**src/rtl/llsc_pkg.sv**
```systemverilog
package llsc_pkg;

    // Reservation granule: 16 bytes.
    localparam int GRAN_LSB = 4;

    typedef enum logic [1:0] {
        SC_FAIL   = 2'd0,
        SC_OK     = 2'd1,
        SC_BYPASS = 2'd2
    } sc_code_e;

    typedef struct packed {
        logic     go;
        sc_code_e code;
    } sc_dec_t;

endpackage

```
**src/rtl/llsc_resv_store.sv**
```systemverilog
module llsc_resv_store
    import llsc_pkg::*;
#(
    parameter int              ADDR_W     = 32,
    parameter logic [ADDR_W-1:0] BLOCK_MASK = ~ADDR_W'(63)
) (
    input  logic              clk,
    input  logic              rst,
    input  logic              ll_valid,
    input  logic [ADDR_W-1:0] ll_addr,
    input  logic              snp_valid,
    input  logic [ADDR_W-1:0] snp_addr,
    input  logic              sc_clear,
    output logic              flag_q,
    output logic              flag_eff,
    output logic [ADDR_W-1:0] resv_addr
);
    localparam logic [ADDR_W-1:0] GRAN_MASK = ~ADDR_W'((1 << GRAN_LSB) - 1);

    logic snp_hit;

    // A snoop matters only while the flag is armed.
    assign snp_hit  = flag_q && snp_valid &&
                      ((snp_addr & BLOCK_MASK) == (resv_addr & BLOCK_MASK));
    // State a same-cycle store-conditional is judged against.
    assign flag_eff = flag_q && !snp_hit;

    always_ff @(posedge clk) begin
        if (rst) begin
            flag_q    <= 1'b0;
            resv_addr <= '0;
        end else if (ll_valid) begin
            flag_q    <= 1'b1;
            resv_addr <= ll_addr & GRAN_MASK;
        end else if (sc_clear || snp_hit) begin
            flag_q    <= 1'b0;
        end
    end

endmodule

```
**src/rtl/llsc_sc_judge.sv**
```systemverilog
module llsc_sc_judge
    import llsc_pkg::*;
#(
    parameter int ADDR_W = 32
) (
    input  logic              sc_valid,
    input  logic              sc_uncached,
    input  logic [ADDR_W-1:0] sc_addr,
    input  logic              flag_eff,
    input  logic [ADDR_W-1:0] resv_addr,
    output sc_dec_t           dec,
    output logic              clr_flag,
    output logic              sc_fail,
    output logic              sc_pass
);
    localparam logic [ADDR_W-1:0] GRAN_MASK = ~ADDR_W'((1 << GRAN_LSB) - 1);

    always_comb begin
        dec      = '{go: 1'b0, code: SC_FAIL};
        clr_flag = 1'b0;
        sc_fail  = 1'b0;
        sc_pass  = 1'b0;
        if (sc_valid) begin
            if (sc_uncached) begin
                dec = '{go: 1'b1, code: SC_BYPASS};
            end else if (flag_eff && ((sc_addr & GRAN_MASK) == resv_addr)) begin
                dec      = '{go: 1'b1, code: SC_OK};
                clr_flag = 1'b1;
                sc_pass  = 1'b1;
            end else begin
                clr_flag = 1'b1;
                sc_fail  = 1'b1;
            end
        end
    end

endmodule

```
**src/rtl/llsc_fail_tracker.sv**
```systemverilog
module llsc_fail_tracker #(
    parameter int CNT_W       = 32,
    parameter int WARN_PERIOD = 100000
) (
    input  logic             clk,
    input  logic             rst,
    input  logic             sc_fail,
    input  logic             sc_pass,
    output logic [CNT_W-1:0] fail_count,
    output logic             warn
);
    localparam int PER_W = (WARN_PERIOD > 1) ? $clog2(WARN_PERIOD) : 1;
    localparam logic [PER_W-1:0] PER_LAST = PER_W'(WARN_PERIOD - 1);

    // Counts failures within the current warning period.
    logic [PER_W-1:0] per_q;

    always_ff @(posedge clk) begin
        if (rst) begin
            fail_count <= '0;
            per_q      <= '0;
            warn       <= 1'b0;
        end else begin
            warn <= 1'b0;
            if (sc_pass) begin
                fail_count <= '0;
                per_q      <= '0;
            end else if (sc_fail) begin
                fail_count <= fail_count + 1'b1;
                if (per_q == PER_LAST) begin
                    per_q <= '0;
                    warn  <= 1'b1;
                end else begin
                    per_q <= per_q + 1'b1;
                end
            end
        end
    end

endmodule

```
**src/rtl/llsc_resv_monitor.sv**
```systemverilog
module llsc_resv_monitor
    import llsc_pkg::*;
#(
    parameter int                ADDR_W      = 32,
    parameter logic [ADDR_W-1:0] BLOCK_MASK  = ~ADDR_W'(63),
    parameter int                CNT_W       = 32,
    parameter int                WARN_PERIOD = 100000
) (
    input  logic              clk,
    input  logic              rst,
    input  logic              ll_valid,
    input  logic [ADDR_W-1:0] ll_addr,
    input  logic              snp_valid,
    input  logic [ADDR_W-1:0] snp_addr,
    input  logic              sc_valid,
    input  logic [ADDR_W-1:0] sc_addr,
    input  logic              sc_uncached,
    output logic              dec_valid,
    output logic              dec_go,
    output logic [1:0]        dec_code,
    output logic [CNT_W-1:0]  fail_count,
    output logic              livelock_warn
);
    logic              resv_flag;
    logic              flag_eff;
    logic [ADDR_W-1:0] resv_addr;
    sc_dec_t           dec_n;
    sc_dec_t           dec_q;
    logic              clr_flag;
    logic              sc_fail;
    logic              sc_pass;

    llsc_resv_store #(.ADDR_W(ADDR_W), .BLOCK_MASK(BLOCK_MASK)) u_store (
        .clk       (clk),
        .rst       (rst),
        .ll_valid  (ll_valid),
        .ll_addr   (ll_addr),
        .snp_valid (snp_valid),
        .snp_addr  (snp_addr),
        .sc_clear  (clr_flag),
        .flag_q    (resv_flag),
        .flag_eff  (flag_eff),
        .resv_addr (resv_addr)
    );

    llsc_sc_judge #(.ADDR_W(ADDR_W)) u_judge (
        .sc_valid    (sc_valid),
        .sc_uncached (sc_uncached),
        .sc_addr     (sc_addr),
        .flag_eff    (flag_eff),
        .resv_addr   (resv_addr),
        .dec         (dec_n),
        .clr_flag    (clr_flag),
        .sc_fail     (sc_fail),
        .sc_pass     (sc_pass)
    );

    llsc_fail_tracker #(.CNT_W(CNT_W), .WARN_PERIOD(WARN_PERIOD)) u_track (
        .clk        (clk),
        .rst        (rst),
        .sc_fail    (sc_fail),
        .sc_pass    (sc_pass),
        .fail_count (fail_count),
        .warn       (livelock_warn)
    );

    always_ff @(posedge clk) begin
        if (rst) begin
            dec_valid <= 1'b0;
            dec_q     <= '{go: 1'b0, code: SC_FAIL};
        end else begin
            dec_valid <= sc_valid;
            dec_q     <= dec_n;
        end
    end

    assign dec_go   = dec_q.go;
    assign dec_code = dec_q.code;

endmodule

```
**config.mk**
```make
export PLATFORM = sky130hd
export DESIGN_NAME = llsc_resv_monitor
export DESIGN_NICKNAME = d
export VERILOG_FILES = /design/src/rtl/llsc_pkg.sv /design/src/rtl/llsc_resv_store.sv /design/src/rtl/llsc_sc_judge.sv /design/src/rtl/llsc_fail_tracker.sv /design/src/rtl/llsc_resv_monitor.sv
export SDC_FILE = /design/constraint.sdc
export NUM_CORES = 1
export LEC_CHECK = 0
export BUFFER_PORTS_ARGS = -buffer_cell sky130_fd_sc_hd__buf_4
export CORE_ASPECT_RATIO = 0.7
export CORE_MARGIN = 3
export CORE_UTILIZATION = 50
export DETAILED_ROUTE_END_ITERATION = 10
export PLACE_DENSITY = 0.75
export SLEW_MARGIN = 20
export SYNTH_ARGS = -nofsm -noshare
export SYNTH_HDL_FRONTEND = slang
export SYNTH_SLANG_ARGS = --single-unit
```
**constraint.sdc**
```tcl
create_clock -name clk -period 4.4 [get_ports clk]
set_clock_uncertainty 0.1 [all_clocks]
set_input_delay 0.66 -clock clk [delete_from_list [all_inputs] [get_ports clk]]
set_output_delay 0.66 -clock clk [all_outputs]
set_load 0.02 [all_outputs]
```
After elaboration in Yosys (flattened, before gate mapping)

Cells that the tools add are included.

$add $sub $neg: 2
Eq/ne operators: 3
Mux-type cells: 14
Bitwise logic cells: 2
Reduce and logical (&&, ||, !) cells: 11

Operators by type and width:

| operator                                       | count |
|---|---|
| adder 32 x 1 -> 32 bit (second input constant) | 1 |
| equality test 28 bit                           | 1 |
| equality test 26 bit                           | 1 |
| adder 17 x 1 -> 17 bit (second input constant) | 1 |
| equality test 17 bit (second input constant)   | 1 |
| 2-to-1 mux 17 bit                              | 1 |
| 2-to-1 mux 1 bit                               | 11 |
| 2-to-1 mux 3 bit                               | 2 |
| OR reduction 3 bit                             | 2 |
| logical AND 1 bit                              | 4 |
| OR reduction 2 bit                             | 2 |
| inverter 1 bit                                 | 2 |
| nonzero test 2 bit                             | 1 |
| zero test 1 bit                                | 1 |
| logical OR 1 bit                               | 1 |

Register bits after elaboration: 83
Input port bits: 102
Output and inout port bits: 37
Word-level logic and storage cells: 41

Depth between registers and ports, before layout

Gate-level depths: netlist of the first run.

Depth in word-level cells: 10
Mapped depth: 8
Mapped depth without buffers: 7

Hierarchy

A second synthesis of the first run with hierarchy kept.

Cell total of the unflattened synthesis: 466
Area total of the unflattened synthesis: 4164.0 um^2

Modules (own cells, without submodules):

| module            | times used | cells each | area an instance (um^2) | sequential area each (um^2) |
|---|---|---|---|---|
| llsc_fail_tracker | 1          | 274        | 2326.0                  | 1001.0 |
| llsc_resv_store   | 1          | 135        | 1347.5                  | 580.6 |
| llsc_sc_judge     | 1          | 49         | 385.4                   | 0.0 |
| llsc_resv_monitor | 1          | 8          | 105.1                   | 80.1 |

Worst setup path after synthesis of the first run

No wires, ideal clock.

Path kind: input port to flip-flop
Start: input port snp_addr[14]
End: register u_track.fail_count[14]
Setup time: 0.074 ns
Arrival time: 2.387 ns
Data required time: 4.226 ns
Slack: 1.838 ns
Cell stages on the path: 6
Buffers on the path: 0
Path through: xor2_1 nand4b_1 or4_4 o211a_4 or4_1 a31oi_1

Cells in the longest elaborated chain, start to end: 9
Elaborated cells between the ends (all ways): 12
Classes of those cells: eq/ne (1); mux (6); reduce/logical (5)

Ends and longest elaborated chain:

| item                         | RTL line                | RTL |
|---|---|---|
| start: declaration           | llsc_resv_monitor.sv:14 | `input logic [ADDR_W-1:0] snp_addr,` |
| equality test 26 bit *       | llsc_resv_store.sv:24   | `((snp_addr & BLOCK_MASK) == (resv_addr & BLOCK_MASK));` |
| logical AND 1 bit *          | llsc_resv_store.sv:23   | `assign snp_hit = flag_q && snp_valid &&` |
| zero test 1 bit *            | llsc_resv_store.sv:26   | `assign flag_eff = flag_q && !snp_hit;` |
| logical AND 1 bit *          | llsc_resv_store.sv:26   |  |
| logical AND 1 bit *          | llsc_sc_judge.sv:26     | `end else if (flag_eff && ((sc_addr & GRAN_MASK) == resv_addr)) begin` |
| 2-to-1 mux 1 bit             | llsc_sc_judge.sv:26     |  |
| 2-to-1 mux 1 bit             | llsc_sc_judge.sv:24     | `if (sc_uncached) begin` |
| 2-to-1 mux 1 bit             | llsc_sc_judge.sv:23     | `if (sc_valid) begin` |
| OR reduction 2 bit (no line) | --                      |  |
| end signal: assignment       | llsc_fail_tracker.sv:29 | `fail_count <= fail_count + 1'b1;` |
| end: declaration             | llsc_fail_tracker.sv:9  | `output logic [CNT_W-1:0] fail_count,` |

Every way passes the cells marked *; elsewhere a longest branch is shown, timed or not.
A chain may end at the register's enable or synchronous reset.

Final worst setup path of the first run

Start: input port snp_addr[19]
End: register u_track.per_q[6]

Cells in the longest elaborated chain, start to end: 9
Elaborated cells between the ends (all ways): 12
Classes of those cells: eq/ne (1); mux (6); reduce/logical (5)

Ends and longest elaborated chain:

| item                         | RTL line                | RTL |
|---|---|---|
| equality test 26 bit *       | llsc_resv_store.sv:24   |  |
| logical AND 1 bit *          | llsc_resv_store.sv:23   |  |
| zero test 1 bit *            | llsc_resv_store.sv:26   |  |
| logical AND 1 bit *          | llsc_resv_store.sv:26   |  |
| logical AND 1 bit *          | llsc_sc_judge.sv:26     |  |
| 2-to-1 mux 1 bit             | llsc_sc_judge.sv:26     |  |
| 2-to-1 mux 1 bit             | llsc_sc_judge.sv:24     |  |
| 2-to-1 mux 1 bit             | llsc_sc_judge.sv:23     |  |
| OR reduction 2 bit (no line) | --                      |  |
| end signal: assignment       | llsc_fail_tracker.sv:34 | `per_q <= per_q + 1'b1;` |
| end: declaration             | llsc_fail_tracker.sv:16 | `logic [PER_W-1:0] per_q;` |

Marked as above.

==> metrics.md, run 1 <==
| Metric | Value |
|---|---|
| Status | `complete, no violations` |
| Worst hold slack | `0.393 ns` |
| Psw | `448 uW` |
| CORE AREA | `8650 um2` |
| Clock Path Buffers | `2` |
| Antenna violations before repair | `0` |
| Switch share | `between 20% and 30%` |
| Pwr Total | `1980 uW` |
| IO Pins | `139` |
| Worst Hold Class | `register to register` |
| Highest Clock Rate | `around 340 MHz` |
| Crit path max-delay cell type | `nor4_1` |
| Number of cells in the finished layout apart from fillers | `769` |
| Number of max-cap violations | `0` |
| 1st-iter DRT viols | `444` |
| H-tree Lvls | `3` |
| Placed cell count | `roughly 750` |
| # diodes | `0` |
| Internal cell power | `1540 uW` |
| Clock Sinks | `83` |
| Worst Path Arrival | `3.05 ns` |
| Yosys reg bits | `83` |
| Post-CTS Resized | `0` |
| Full die area | `10,300 um2` |
| Cell area after placement | `5560 um2` |
| Worst-path clk slew | `0.06 ns` |
| Post-Synthesis Cells | `530` |
| VDD IR max | `approximately 0.23 mV` |
| Endpoints failing hold | `0` |
| Crit Path Category | `input pin to register` |
| Slew headroom | `40.1%` |
| Asr flop ratio synth | `0%` |
| I/O Buffers | `124` |
| RSZ-0062 raised after global routing | `false` |
| Routed vias/inst | `6.05` |
| DRT Pass-1 Iters | `5` |
| Number of global-route vias before repair | `4,305` |
| Overall die width | `120 um` |
| Synth top cells by count | `83 x dfxtp_1, 56 x nor2_1, 38 x xor2_1` |
| Gr usage total | `26.8%` |
| Slowest stage delay, CP | `approximately 0.59 ns` |
| CP Cell Sequence | `buf_4 > xnor2_1 > nand4_1 > nor4_1 > a211o_1 > buf_4 > nand3_1 > o41ai_1` |
| Clock Latency Late Sink | `0.33 ns` |
| Hold_buf cts | `0` |
| Gate power share | `a little under an eighth` |
| Initial Utilization | `between 50% and 60%` |
| Post-DRT Antenna Nets | `0` |
| Largest net degree at the start of global routing | `63` |
| Area share of the largest cell type after synthesis | `36.6%` |
| Most numerous cell in the Yosys netlist | `dfxtp_1` |
| Most area-hungry cell type in the Yosys netlist | `dfxtp_1` |
| Post-synthesis sequential area ratio | `36.6%` |
| Worst path bufs/invs | `2` |
| Overflow after GRT | `0` |
| Fin crit period | `2.93 ns` |
| CTS Buf Count | `9` |
| Final wirelength | `~14 mm` |
| Design area | `between 5000 and 6000 um2` |
| Max FO, Critical Path | `19` |
| Rows | `28` |
| Least-Margin Pin Slew | `0.891 ns` |
| Setup violations, final | `0` |
| Die height | `85.7 um` |
| Top post-synthesis cells by area | `dfxtp_1 37%, xor2_1 7.3%, mux2i_1 6.2%, nor2_1 4.6%, nor4_1 3.7%` |
| Syn_area_per_cell | `~8.6 um2` |
| Sequential share of power | `40.7%` |
| Nature of the critical path startpoint | `input pin` |
| EDFF count, synth | `0` |
| Setup TNS | `0 ns` |
| Setup slack, reg-to-reg | `1.54 ns` |
| Distinct cell type count after synthesis | `50` |
| Post-CTS setup buffers | `0` |
| First-pass GRT wire length | `22.1 mm` |
| Static leakage | `0.00250 uW` |
| Most used cell, CP | `buf_4` |
| Synth warnings | `0` |
| Avg WL per Cell | `18.1 um` |
| Slew Limit Fails | `0` |
| WP data required | `4.53 ns` |
| Gpl congestion | `0.918` |
| Clk root buf | `clkbuf_16` |
| Hpwl dp | `10.1 mm` |
| Synthesis-to-finish area growth | `30.8%` |
| Fin nets | `around 750` |
| Vias | `4,649` |
| Pwr dens | `334 nW/um2` |
| Tcrit/Tclk final | `66.5%` |
| Post-Syn Area | `4540 um2` |
| CTS tree | `done` |
| Layout cells sized above 1 | `24.7%` |
| Mapped Nets | `634` |
| Clock network power share | `47.4%` |
| Ys flop type | `dfxtp_1` |
| Delay-heaviest family, CP | `simple AND/OR/NAND/NOR gates` |
| DRC violations left | `0` |
| Setup crit end kind | `register` |
==> through the flow <==
| step | setup slack [ns] | utilization, % |
|---|---|---|
| final | 1.47 | 68.6 |
| after global routing | 1.29 | 68.6 |
| after CTS | 1.60 | 68.6 |
| after detailed placement | 1.27 | 64.3 |
| after global placement | 1.31 | 64.3 |
| after floorplan | 1.84 | - |
==> layout make-up <==
type                            count  area [um2]
Clock inverter                      4         120
Inverter                           11        41.3
Fill cell                         716        2710
Clock buffer                       12         256
Sequential cell                    83        1660
Multi-Input combinational cell    410        2740
Timing Repair Buffer              129         968
Tap cell                          120         150
==> worst paths after layout <==
path                              start          endpoint  depth (start not counted)
hold reg to reg        u_track.per_q[1]  u_track.per_q[1]                          2
setup reg to reg  u_store.resv_addr[19]  u_track.per_q[6]                          7
hold / removal         u_track.per_q[1]  u_track.per_q[1]                          2
setup / recovery           snp_addr[19]  u_track.per_q[6]                          8
==> tightest hold or removal path: stages, from the launching register on <==
cell,delay (ns)
dfxtp_1,0.33
nand2_1,0.05
o21ai_0,0.07
==> power by group through the flow <==
stage	Sequential, uW	Clock (uW)	Combinational [uW]
finish	807	941	236
global route	809	987	256
CTS	806	952	234
detailed placement	822	0	233
global placement	820	0	227
floorplan	819	0	124
==> flip-flops by register name, indices dropped and copies added, names as in the netlist <==
name and count:
u_track.per_q 17, u_store.resv_addr 28, dec_code 2, u_store.flag_q 1, u_track.warn 1, u_track.fail_count 32
dec_go 1, dec_valid 1
==> layer usage <==
layer	vias to the layer above	part of all wire, %	track usage, %
met5	-	0	0
li1	2207	-	-
met3	15	8.7	5.74
met1	2213	47	39.6
met4	0	1.2	7.38
met2	214	43	39.3
==> placed cells by master, fill, tap and decap left out, types with 7 or more instances in the layout <==
cell type  synthesis  layout
buf_4              0     129
dfxtp_1           83      83
nor2_1            56      56
xor2_1            38      38
nand2_1           34      34
mux2i_1           28      28
nor4_1            27      27
nand4_1           25      25
nand3_1           19      19
xnor2_1           16      16
o21ai_0           14      14
and3_1            12      12
nor2b_1           12      12
o31ai_1           12      12
a22o_1            12      12
inv_1             11      11
a22oi_1           11      11
and2_1            10      10
clkbuf_16          0       9
and4_1             8       8
a21oi_1            8       8
a31oi_1            8       8
a31o_2             7       7
nor3_1             7       7
==> logic make-up (layout without fill, tap and decap cells) <==
family,after synthesis,count (layout),synth area share [%]
DFF,83,83,36.6
and+or+nand+nor,230,230,27.2
muxes,29,29,6.42
adders and majority gates,2,2,0.551
xor gates and xnor gates,54,54,10.4
AOI/OAI and AO/OA,95,95,15.7
buffers and inverters,37,156,3.14
No activity file was read; power rests on OpenSTA's default activity.
==> run 2: changes to the inputs <==
- ABC_AREA: unset -> 1
- PLACE_DENSITY: 0.75 -> 0.73
- clock period: 4.4 -> 2.87 ns (I/O delays scaled with it)
==> metrics.md, run 2 <==
| Metric | Value |
|---|---|
| Synthesis-to-finish area growth | `24.7%` |
| Hold_sp | `rst` |
| Number of max-cap violations | `0 (unchanged)` |
| Worst Path Arrival | `2.60 ns (-0.45 ns)` |
| Placed cell count | `1,062 (+41%)` |
| First-pass GRT wire length | `25.0 mm (+13%)` |
| 1st-iter DRT viols | `498 (+12%)` |
| Fillers | `909 (+27%)` |
| Register-to-Register Path Depth | `14 (+7)` |
| Worst path bufs/invs | `2 (unchanged)` |
| Slew Limit Fails | `0 (unchanged)` |
| CTS tree | `done` |
| Crit path max-delay cell type | `buf_4` |
| Post-CTS Resized | `0 (unchanged)` |
| Worst hold slack | `0.172 ns (-0.221 ns)` |
| Rows | `30 (+7.1%)` |
| Clock Path Buffers | `2 (unchanged)` |
| Compound-Gate Fraction of Synth Area | `10.6% (-5.1 points)` |
| Largest register FFs | `32 (unchanged)` |
| DRC violations left | `0 (unchanged)` |
| Syn_area_per_cell | `6.30 um2 (-26%)` |
| VDD IR max | `0.343 mV (+51%)` |
| Slew headroom | `47.8% (+7.7 points)` |
| Worst r2r src | `u_store.resv_addr[10]` |
| Setup TNS | `0 ns (unchanged)` |
| Most numerous cell in the Yosys netlist | `nand2_1` |
| Mapped Nets | `935 (+47%)` |
| Post-synthesis mux area share | `0% (-6.4 points)` |
| Setup crit end kind | `register` |
| Initial Utilization | `52.6% (+0.14 points)` |
| Final wirelength | `15.5 mm (+12%)` |
| Nature of the critical path startpoint | `register` |
| Met2 Routed Length | `6.68 mm (+11%)` |
| Layout cells sized above 1 | `18.9% (-5.7 points)` |
| Post-Synthesis Cells | `831 (+57%)` |
| Top Registers | `u_track.fail_count x32, u_store.resv_addr x28, u_track.per_q x17` |
| Fin nets | `1,049 (+40%)` |
| Endpoints failing hold | `0 (unchanged)` |
| Static leakage | `0.00295 uW (+18%)` |
| Commonest non-fill, non-tap cell in the layout | `nand2_1` |
| Cell area after placement | `6210 um2 (+12%)` |
| Overflow after GRT | `0 (unchanged)` |
| Avg WL per Cell | `14.4 um (-20%)` |
| Adder-Cell Fraction of Synth Area | `0.478% (-0.073 points)` |
| Die height | `91.6 um (+6.8%)` |
| Status | `complete, no violations` |
| Most area-hungry cell type in the Yosys netlist | `dfxtp_1` |
| Clk root buf | `clkbuf_16` |
| Commonest non-fill, non-tap cells in the layout | `245 x nand2_1, 131 x buf_4, 92 x inv_1` |
| RR Endpoint | `u_track.per_q[1]` |
| Crit Path Category | `register to register` |
| Worst Hold Class | `input pin to register` |
| Fin crit period | `2.50 ns` |
| Gpl congestion | `0.949 (+3.3%)` |
| RSZ-0062 raised after global routing | `false` |
| EDFF count, synth | `0 (unchanged)` |
| Routed vias/inst | `5.18 (-14%)` |
| Metal3 WL | `1.28 mm (+5.5%)` |
| Antenna violations before repair | `0 (unchanged)` |
| Tcrit/Tclk final | `86.9%` |
| Most used cell, CP | `nand2_1` |
| Hold Path Stages | `2 (unchanged)` |
| Highest Clock Rate | `401 MHz` |
| Hold_buf cts | `0 (unchanged)` |
| Pwr Total | `2820 uW (+42%)` |
| DRT Pass-1 Iters | `5 (unchanged)` |
| Max FO, Critical Path | `48 (+29)` |
| Number of cells in the finished layout apart from fillers | `1,078 (+40%)` |
| Synth top cells by count | `245 x nand2_1, 92 x inv_1, 85 x nor2_1` |
| CTS Buf Count | `9 (unchanged)` |
| WP data required | `2.98 ns (-1.55 ns)` |
| Post-CTS setup buffers | `0 (unchanged)` |
| Least-Margin Pin Slew | `0.777 ns (-0.114 ns)` |
| Simple-gate portion of the synthesized area | `37.4% (+10 points)` |
| Pwr dens | `432 nW/um2 (+29%)` |
| Largest family of logic cells by synthesized area | `simple AND/OR/NAND/NOR gates` |
| Area share of the largest cell type after synthesis | `31.7% (-4.8 points)` |
| Hold EP | `dec_code[0]` |
| I/O Buffers | `124 (unchanged)` |
| Number of global-route vias before repair | `5,051 (+17%)` |
| Largest Register | `u_track.fail_count` |
| Slowest stage delay, CP | `0.49 ns (-0.10 ns)` |
| Hpwl dp | `11.6 mm (+14%)` |
| Vias | `5,584 (+20%)` |
| DRT met1 WL | `7.44 mm (+15%)` |
| Asr flop ratio synth | `0% (unchanged)` |
| Distinct cell type count after synthesis | `26 (-48%)` |
| Clock Latency Late Sink | `0.34 ns (about the same)` |
| CP Cell Sequence | `inv_2 > nand2_1 > nand2_1 > nor2_1 > nand2_1 > nor2_1 > nand2_1 > nor2_4 > nand3_4 > nand2_2 > buf_4 > nand2_1 > nand2_1 > nor2_1` |
| Delay-heaviest family, CP | `simple AND/OR/NAND/NOR gates` |
| Post-DRT Antenna Nets | `0 (unchanged)` |
| Clock Sinks | `83 (unchanged)` |
| Worst-path clk slew | `0.06 ns (about the same)` |
| IO Pins | `139 (unchanged)` |
| Full die area | `11,800 um2 (+14%)` |
| Overall die width | `128 um (+7.0%)` |
| Setup slack, reg-to-reg | `0.37 ns (-1.17 ns)` |
| Yosys reg bits | `83 (unchanged)` |
| Setup violations, final | `0 (unchanged)` |
| Largest net degree at the start of global routing | `49 (-22%)` |
| Ys flop type | `dfxtp_1` |
| CORE AREA | `9950 um2 (+15%)` |
| Post-Syn Area | `5230 um2 (+15%)` |
| Post-synthesis xor/xnor area fraction | `9.20% (-1.2 points)` |
| Post-synthesis sequential area ratio | `31.7% (-4.8 points)` |
| Uppermost routed layer | `met4` |
| H-tree Lvls | `3 (unchanged)` |
| Top post-synthesis cells by area | `dfxtp_1 32%, nand2_1 18%, inv_1 6.6%, nand3_1 6.4%, a21oi_1 6.1%` |
| Gr usage total | `26.3% (-0.44 points)` |
| Synth warnings | `0 (unchanged)` |
| Design area | `6530 um2 (+9.9%)` |
| # diodes | `0 (unchanged)` |
## run 2: stage by stage
step | worst slack, ns | util (%)
after floorplan | 1.07 | -
after global placement | 0.347 | 62.5
after detailed placement | 0.309 | 62.5
after CTS | 0.422 | 65.6
after global routing | 0.127 | 65.6
final | 0.375 | 65.6
## run 2: cell families (layout without fill, tap and decap cells)
logic type               count (synthesis)  after routing
AND/OR/NAND/NOR                        457            457
AO/OA/AOI/OAI                          103            103
adder cells (fa/ha/maj)                  2              2
flip-flops                              83             83
buffers and inverters                  131            250
XOR/XNOR                                55             55
## run 2: power by group
group / switching [uW] / internal, uW
combinational: 192 / 165
clock: 476 / 764
sequential: 33.1 / 1190
total: 701 / 2120
## run 2: worst max path at each step
stage                          startpoint                     end  slack [ns]  cells past startpoint
finish              u_store.resv_addr[10]        u_track.per_q[1]        0.37                     14
global route        u_store.resv_addr[15]        u_track.per_q[1]        0.13                     14
CTS                 u_store.resv_addr[10]        u_track.per_q[1]        0.42                     14
detailed placement            sc_addr[15]        u_track.per_q[0]        0.31                     14
global placement              sc_addr[15]        u_track.per_q[1]        0.35                     14
floorplan           u_track.fail_count[1]  u_track.fail_count[10]        1.07                      8
## run 2: per-layer routing
layer / up-vias / global-route usage [%]
li1: 2848 / -
met1: 2536 / 38.3
met2: 185 / 38.7
met3: 15 / 7.35
met4: 0 / 5.30
met5: - / 0
## run 2: final cells by class
type / instances / area [um2] / area share [%]
sequential: 83 / 1660 / 25.5
tap: 128 / 160 / 2.45
inverter: 103 / 387 / 5.92
clock inverter: 4 / 75.1 / 1.15
clock buffer: 12 / 236 / 3.62
timing repair buffer: 131 / 983 / 15.1
multi-input combinational: 617 / 3020 / 46.3
